--- config.mk ---
export PLATFORM = sky130hd
export DESIGN_NAME = rr_channel_sched
export DESIGN_NICKNAME = d
export VERILOG_FILES = /design/src/rtl/rrch_pkg.sv /design/src/rtl/rrch_pick.sv /design/src/rtl/rrch_quota.sv /design/src/rtl/rr_channel_sched.sv
export SDC_FILE = /design/constraint.sdc
export NUM_CORES = 1
export LEC_CHECK = 0
export BUFFER_PORTS_ARGS = -buffer_cell sky130_fd_sc_hd__buf_2
export CAP_MARGIN = 30
export CORE_UTILIZATION = 39
export DETAILED_ROUTE_END_ITERATION = 16
export PLACE_DENSITY_LB_ADDON = 0.3
export SETUP_SLACK_MARGIN = 0.5
export SLEW_MARGIN = 20
export SYNTH_ARGS = -nofsm -noshare
export SYNTH_HDL_FRONTEND = slang
export SYNTH_SLANG_ARGS = --single-unit
--- constraint.sdc ---
create_clock -name clk -period 1.9 [get_ports clk]
set_input_delay 0.19 -clock clk [delete_from_list [all_inputs] [get_ports clk]]
set_output_delay 0.19 -clock clk [all_outputs]
set_load 0.01 [all_outputs]
--- src/rtl/rrch_pkg.sv ---
package rrch_pkg;
   typedef enum logic [1:0] {
      CH_EXCL     = 2'd0,
      CH_BYTE     = 2'd1,
      CH_BURST    = 2'd2,
      CH_BYTE_ALT = 2'd3
   } ch_mode_e;
endpackage

--- src/rtl/rrch_pick.sv ---
module rrch_pick #(
   parameter int N  = 4,
   parameter int IW = (N > 1) ? $clog2(N) : 1
) (
   input  logic [N-1:0]  req_i,
   input  logic [IW-1:0] last_i,
   output logic          hit_o,
   output logic [IW-1:0] pick_o
);
   localparam bit IS_POW2 = (N == (1 << IW));

   logic [IW-1:0] cand [N];

   // candidate k holds the port at distance k+1 after last_i
   generate
      if (IS_POW2) begin : g_wrap
         for (genvar k = 0; k < N; k++) begin : g_c
            assign cand[k] = last_i + IW'(k + 1);
         end
      end else begin : g_mod
         for (genvar k = 0; k < N; k++) begin : g_c
            assign cand[k] = IW'((int'(last_i) + k + 1) % N);
         end
      end
   endgenerate

   always_comb begin
      hit_o  = 1'b0;
      pick_o = '0;
      for (int k = 0; k < N; k++) begin
         if (!hit_o && req_i[cand[k]]) begin
            hit_o  = 1'b1;
            pick_o = cand[k];
         end
      end
   end
endmodule

--- src/rtl/rrch_quota.sv ---
module rrch_quota
   import rrch_pkg::*;
#(
   parameter int KW = 4
) (
   input  logic          clk,
   input  logic          rst_n,
   input  logic          load_i,
   input  logic [1:0]    mode_i,
   input  logic [KW-1:0] quantum_i,
   input  logic          fire_i,
   output logic          full_o,
   output ch_mode_e      mode_o,
   output logic [KW-1:0] k_o
);
   ch_mode_e      mode_q;
   logic [KW-1:0] k_q;
   logic [KW-1:0] cnt_q;

   always_ff @(posedge clk or negedge rst_n) begin
      if (!rst_n) begin
         mode_q <= CH_BYTE;
         k_q    <= KW'(1);
         cnt_q  <= '0;
      end else if (load_i) begin
         mode_q <= ch_mode_e'(mode_i);
         k_q    <= (quantum_i == '0) ? KW'(1) : quantum_i;
         cnt_q  <= '0;
      end else if (fire_i) begin
         cnt_q  <= cnt_q + KW'(1);
      end
   end

   always_comb begin
      unique case (mode_q)
         CH_EXCL:  full_o = 1'b0;
         CH_BURST: full_o = fire_i && (cnt_q == k_q - KW'(1));
         default:  full_o = fire_i;
      endcase
   end

   assign mode_o = mode_q;
   assign k_o    = k_q;
endmodule

--- src/rtl/rr_channel_sched.sv ---
module rr_channel_sched
   import rrch_pkg::*;
#(
   parameter int N_PORTS = 4,
   parameter int DW      = 8,
   parameter int KW      = 4,
   localparam int IW     = $clog2(N_PORTS)
) (
   input  logic                  clk,
   input  logic                  rst_n,
   input  logic [1:0]            mode_i,
   input  logic [KW-1:0]         quantum_i,
   input  logic [N_PORTS-1:0]    dev_req_i,
   input  logic [N_PORTS*DW-1:0] dev_data_i,
   output logic [N_PORTS-1:0]    dev_ack_o,
   output logic                  out_valid_o,
   output logic [DW-1:0]         out_data_o,
   output logic [IW-1:0]         out_port_o,
   input  logic                  out_ready_i
);
   if (N_PORTS < 2) begin : g_bad_ports
      $error("rr_channel_sched: N_PORTS must be at least 2");
   end
   if (DW < 1) begin : g_bad_dw
      $error("rr_channel_sched: DW must be positive");
   end
   if (KW < 1) begin : g_bad_kw
      $error("rr_channel_sched: KW must be positive");
   end

   logic          active_q;
   logic [IW-1:0] cur_q;
   logic [IW-1:0] last_q;
   logic          hit;
   logic [IW-1:0] pick;
   logic          load;
   logic          cur_req;
   logic          fire;
   logic          turn_full;
   logic          end_turn;
   ch_mode_e      turn_mode;
   logic [KW-1:0] turn_k;
   logic [DW-1:0] lane [N_PORTS];

   for (genvar p = 0; p < N_PORTS; p++) begin : g_lane
      assign lane[p] = dev_data_i[p*DW +: DW];
   end

   rrch_pick #(.N(N_PORTS), .IW(IW)) u_pick (
      .req_i  (dev_req_i),
      .last_i (last_q),
      .hit_o  (hit),
      .pick_o (pick)
   );

   assign load    = !active_q && hit;
   assign cur_req = dev_req_i[cur_q];
   assign fire    = active_q && cur_req && out_ready_i;

   rrch_quota #(.KW(KW)) u_quota (
      .clk       (clk),
      .rst_n     (rst_n),
      .load_i    (load),
      .mode_i    (mode_i),
      .quantum_i (quantum_i),
      .fire_i    (fire),
      .full_o    (turn_full),
      .mode_o    (turn_mode),
      .k_o       (turn_k)
   );

   assign end_turn = active_q && (!cur_req || turn_full);

   always_ff @(posedge clk or negedge rst_n) begin
      if (!rst_n) begin
         active_q <= 1'b0;
         cur_q    <= '0;
         last_q   <= IW'(N_PORTS - 1);
      end else if (load) begin
         active_q <= 1'b1;
         cur_q    <= pick;
      end else if (end_turn) begin
         active_q <= 1'b0;
         last_q   <= cur_q;
      end
   end

   assign out_valid_o = active_q && cur_req;
   assign out_data_o  = lane[cur_q];
   assign out_port_o  = cur_q;

   always_comb begin
      dev_ack_o = '0;
      if (fire) dev_ack_o[cur_q] = 1'b1;
   end
endmodule

==> results of run 1 <==
[registers in the layout, summed over array words and instances (netlist names)]
register        count
active_q            1
last_q              2
out_port_o          2
u_quota.cnt_q       4
u_quota.k_o         4
u_quota.mode_o      2
[placed cells by master (no fill, tap or decap), types with 2 or more instances in the layout]
cell type / instances
mux2i_1: 2
buf_4: 11
clkbuf_4: 3
nand2_1: 4
dfrtp_1: 9
mux2_4: 2
nor2_1: 7
dfstp_2: 4
buf_2: 49
dfrtp_2: 2
nand4_1: 2
xor2_1: 4
a21oi_1: 4
inv_1: 4
nor3_1: 3
buf_6: 13
mux4_2: 9
nor3b_4: 2
o21ai_0: 3
mux2_2: 5
buf_12: 3
xnor2_1: 4
[per-stage QoR]
step                cell area (µm²)  TNS, ps
global placement               1470        0
detailed placement             1470        0
CTS                            1670        0
finish                         1770        0
global route                   1770    -41.8
floorplan                      1160        0
[worst max-delay path by stage]
stage	end	slack [ps]	cells after the start
global route	dev_ack_o[3]	-30	4
finish	dev_ack_o[3]	30	4
detailed placement	last_q[1]	50	6
floorplan	last_q[0]	130	6
global placement	last_q[0]	90	6
CTS	dev_ack_o[3]	30	4
[critical path, stage by stage (launching register included)]
cell     delay [ps]
dfrtp_1         370
mux4_2          570
and2_4          180
and4_4          160
buf_6           110
[power by group through the flow]
stage                     Sequential (mW)  Combinational [mW]  Clock (mW)
after global routing                0.678                2.12       0.200
final                               0.658                2.00       0.184
after global placement              0.642                1.32           0
after CTS                           0.646                1.73       0.190
after detailed placement            0.647                1.36           0
after floorplan                     0.609                1.10           0
[timing repair]
item / 4_1_cts / 5_1_grt
pin swaps: 2 / 3
resized for setup: 12 / 13
hold buffers: 1 / 0
hold endpoints to repair: 11 / 0
endpoints found under the setup margin: 20 / 24
cloned: 1 / 0
setup buffers: 10 / 4
[cell type report]
type / instances / area, µm²
Multi-Input combinational cell: 68 / 736
Fill cell: 183 / 771
Tap cell: 30 / 37.5
Inverter: 5 / 18.8
Clock inverter: 1 / 5.00
Clock buffer: 3 / 22.5
Sequential cell: 15 / 383
Timing Repair Buffer: 78 / 572
[routing by layer]
metal	up-vias	track usage, %	routed length (µm)
met5	-	0	0
li1	500	-	-
met1	515	23.8	1160
met3	7	2.22	182
met4	0	11.1	70
met2	47	42.9	1860
[kinds of logic (layout without fill, tap and decap cells)]
group                      Yosys count  in the layout  synth area share (%)
muxes                               18             18                  29.2
AOI/OAI and AO/OA                   14             14                  9.12
DFF                                 15             15                  35.6
and+or+nand+nor                     25             25                  11.8
buffers and inverters               10             87                  4.56
xor gates and xnor gates             9              9                  7.37
adders and majority gates            2              2                  2.34
==> flow_summary.ini, run 1 <==
[clocking]
cts.sinks = 15
clk_path_buf_depth = 2
path_clk_slew_ps = 90
numCtsBuffers = 3
clk_latency_ps = 290
cts-htree-levels = 1
cts_root_buf = clkbuf_4
cts_tree = done

[layout]
syn_to_final_growth_pct = 65.8
drive_gt1_share_pct = 68.2
final_net_count = 218
stdcell_count = 200
antenna_cells = 0
post-route-util_pct = 69.7

[setup_path]
reg2reg_to = last_q[1]
cp_data_arrival_time_ps = 1680
r2r_start = u_quota.k_o[0]
critPathKind = reg2out
reg2reg_depth = 6
startpoint_type = flop
worst-r2r-setup-slack_ps = 100
startpoint = out_port_o[1]
cp-end-kind = primary output
critPathMaxFanout = 3
required_ps = 1710

[global_routing]
grt_pass1_vias = 1048
grt_pass1_wl_um = 4580
grt_usage_pct = 22.3
grt_max_degree = 17
grt_remaining_overflow = 0
antenna_found_initial = 0

[timing]
period_share_pct = 98.6
grt_setup_unrepaired = yes
final-max-slew-violation-count = 0
max_slew_margin_pct = 71.9
tightest_slew_ps = 418
hold_violations = 0
period_minus_slack_ps = 1870
setup_viol = 0
timing.fmax_mhz = 534
hold_ws_ps = 128
clock_skew_ps = 3.15
setup_ws_ps = 26.7

[floorplanning]
core_area_mm2 = 0.00254
io_pins = 60
die-area_mm2 = 0.00296
initial_core_util_pct = 42.0
rows = 18
die_w_um = 54.4
dieHeight_um = 54.4

[hold_path]
holdPathStages = 2
min_path_type = in2reg
min_to = u_quota.mode_o[1]
hold_start = mode_i[1]

[logic_synthesis]
synth.most_common_cell = dfrtp_1
synthTopCellsByArea = dfrtp_1, mux4_2, dfstp_2
syn_avg_cell_area_um2 = 11.5
yosysTopAreaCell = dfrtp_1
yosys-top-cells-count = dfrtp_1, mux4_2, nor2_1
synth_cell_types = 32
synth_flop_cell = dfrtp_1
ys_async_sr_fraction_pct = 100
synthCells = 93
synth_edf_count = 0
synth_seq_area_share_pct = 35.6
ys_ff_latch = 15
yosys_warnings = 0
synth_top_area_share_pct = 25.7
synth.net_count = 140
netlist_area_mm2 = 0.00107

[job]
max_cap_violations = 0

[place]
place_inst = 180
hpwl_um = 2010
place.gp.congestion = 0.808
port_buffers = 59
place_ws_ps = 46.9

[run_status]
status = complete, no violations

[pwr]
power_density_mw_per_mm2 = 1600
power.total_mw = 2.84
p_sw_mw = 1.10
seqPwrFrac_pct = 23.2
leakage_nw = 0.857
sw_frac_of_total_pct = 38.6
combPwrFrac_pct = 70.4
clockPowerShare_pct = 6.5
vdd_drop_max_v = 0.00129
internal_power_mw = 1.75

[routing]
wire_per_inst_um = 16.4
drc = 0
drt_iter0_drc = 11
routed_wl_um = 3270
via_per_inst = 5.35
ant_nets = 0
dr.pass1.iters = 4
vias = 1069
No activity file was read; power rests on OpenSTA's default activity.
==> run 2: changes to the inputs <==
==> constraint.sdc (replaced) <==
create_clock -name clk -period 1.9 [get_ports clk]
set_input_delay 0 -clock clk [delete_from_list [all_inputs] [get_ports clk]]
set_output_delay 0 -clock clk [all_outputs]
set_load 0.01 [all_outputs]
==> run 2 against run 1 <==
  * Worst hold slack worse by 45 ps
  * Sequential share of layout area up 0.40 points
  * Register-to-register slack worse by 20 ps
  * Routed wire length down 10%
  * Combinational power down 11%
  * Flip-flop and latch count unchanged
  * Critical endpoint is now last_q[1]
==> flow_summary.ini, run 2 (synthesized netlist as in run 1, its figures left out) <==
[run_status]
status = complete, no violations

[floorplanning]
rows = 18
initial_core_util_pct = 42.0
io_pins = 60
die_w_um = 54.4
core_area_mm2 = 0.00254
dieHeight_um = 54.4
die-area_mm2 = 0.00296

[clocking]
cts_tree = done
cts_root_buf = clkbuf_4
cts-htree-levels = 1
clk_path_buf_depth = 2
cts.sinks = 15
numCtsBuffers = 3
path_clk_slew_ps = 90
clk_latency_ps = 280

[setup_path]
path_delay_family = flip-flops
critPathKind = reg2reg
critPathMaxFanout = 2
reg2reg_depth = 5
cpMaxStageDelayCell = dfstp_2
r2r_start = u_quota.k_o[0]
startpoint_type = flop
cp-end-kind = flop
crit_path_max_incr_delay_ps = 540
crit_path_cell_trace = inv_2, ha_4, xnor2_1, o41ai_4, mux2_4
reg2reg_to = last_q[1]
worst-r2r-setup-slack_ps = 80
crit_buf_inv = 1
cp_data_arrival_time_ps = 2030
required_ps = 2110

[pwr]
leakage_nw = 0.835
vdd_drop_max_v = 0.00133
power.total_mw = 2.60
power_density_mw_per_mm2 = 1500

[layout]
antenna_cells = 0
multiInputGateArea_um2 = 723
drive_gt1_share_pct = 63.2
syn_to_final_growth_pct = 61.8
final_net_count = 222
seqCellArea_um2 = 380
mostFrequentLayoutCell = buf_2
nFillCells = 194
final_cell_mix = buf_2, dfrtp_1, mux4_2, buf_4
stdcell_count = 204

[job]
max_cap_violations = 0

[timing]
period_minus_slack_ps = 1820
period_share_pct = 95.6
grt_setup_unrepaired = yes
setup_viol = 0
setup_tns_ps = 0
tightest_slew_ps = 504
hold_violations = 0
clock_skew_ps = 6.28
timing.fmax_mhz = 550
final-max-slew-violation-count = 0
max_slew_margin_pct = 66.2

[global_routing]
grt_pass1_vias = 1016
grt_remaining_overflow = 0
grt_pass1_wl_um = 4200
antenna_found_initial = 0
grt_usage_pct = 20.5
grt_max_degree = 16

[hold_path]
min_to = active_q
hold_start = out_ready_i
holdPathStages = 4
min_path_type = in2reg

[place]
port_buffers = 59
place.gp.congestion = 0.850
hpwl_um = 2050
place_inst = 181

[routing]
drt_iter0_drc = 17
wire_per_inst_um = 14.4
vias = 1086
dr.pass1.iters = 4
via_per_inst = 5.32
routed_wl_um = 2930
ant_nets = 0
drc = 0
==> run 2: changes by cell type in the layout (fill, tap and decap cells not counted), moves of 2 or more <==
cell,delta
buf_2,+8
buf_6,-6
dlygate4sd3_1,+6
buf_12,-3
buf_4,-2
dfrtp_1,+2
dfrtp_2,-2
nor3b_2,+2
nor3b_4,-2
==> run 2: worst max path at each step <==
stage,slack (ps),endpoint,startpoint,depth (start not counted)
6_report,80,last_q[1],u_quota.k_o[0],5
3_5_place_dp,20,last_q[1],u_quota.k_o[0],6
5_1_grt,20,last_q[1],u_quota.k_o[0],6
4_1_cts,50,last_q[1],u_quota.k_o[0],6
3_3_place_gp,90,last_q[1],u_quota.k_o[0],6
2_1_floorplan,130,last_q[0],u_quota.k_o[0],6
==> run 2: stage by stage <==
step | hold WS, ps | instance area [µm²] | utilization [%] | setup slack (ps)
2_1_floorplan | -296 | 1110 | - | 134
6_report | 82.3 | 1730 | 68.0 | 83.1
3_3_place_gp | -86.7 | 1440 | 56.7 | 87.9
4_1_cts | 69.3 | 1720 | 67.4 | 48.3
3_5_place_dp | -80.7 | 1440 | 56.7 | 23.6
5_1_grt | 98.0 | 1730 | 68.0 | 24.1
==> run 2: cell type report <==
class	count	share of cell area [%]
Tap cell	30	2.17
Multi-Input combinational cell	68	41.8
Inverter	5	1.08
Clock buffer	4	1.52
Sequential cell	15	22.0
Timing Repair Buffer	82	31.5
==> run 2: worst register-to-register path, stage by stage, from the launching register on <==
cell and delay (ps):
dfstp_2 540, inv_2 50, ha_4 150, xnor2_1 210, o41ai_4 480, mux2_4 340
==> run 2: power by group <==
part | switching [mW] | total [mW] | internal (mW)
Clock | 0.0990 | 0.180 | 0.0813
Sequential | 0.167 | 0.655 | 0.487
Combinational | 0.766 | 1.77 | 1.00
==> run 2: layer usage <==
metal,GRT usage [%],part of all wire (%)
met3,1.94,8.6
met4,6.41,0.65
met2,41.7,52
met1,21.5,38
met5,0,0
==> run 2: what timing repair did <==
action / 4_1_cts / 5_1_grt
endpoints found under the hold margin: 21 / 0
cloned: 1 / 0
pin swaps: 4 / 3
gates resized for setup: 18 / 2
endpoints found under the setup margin: 20 / 25
hold buffers: 7 / 0
buffers inserted: 10 / 1
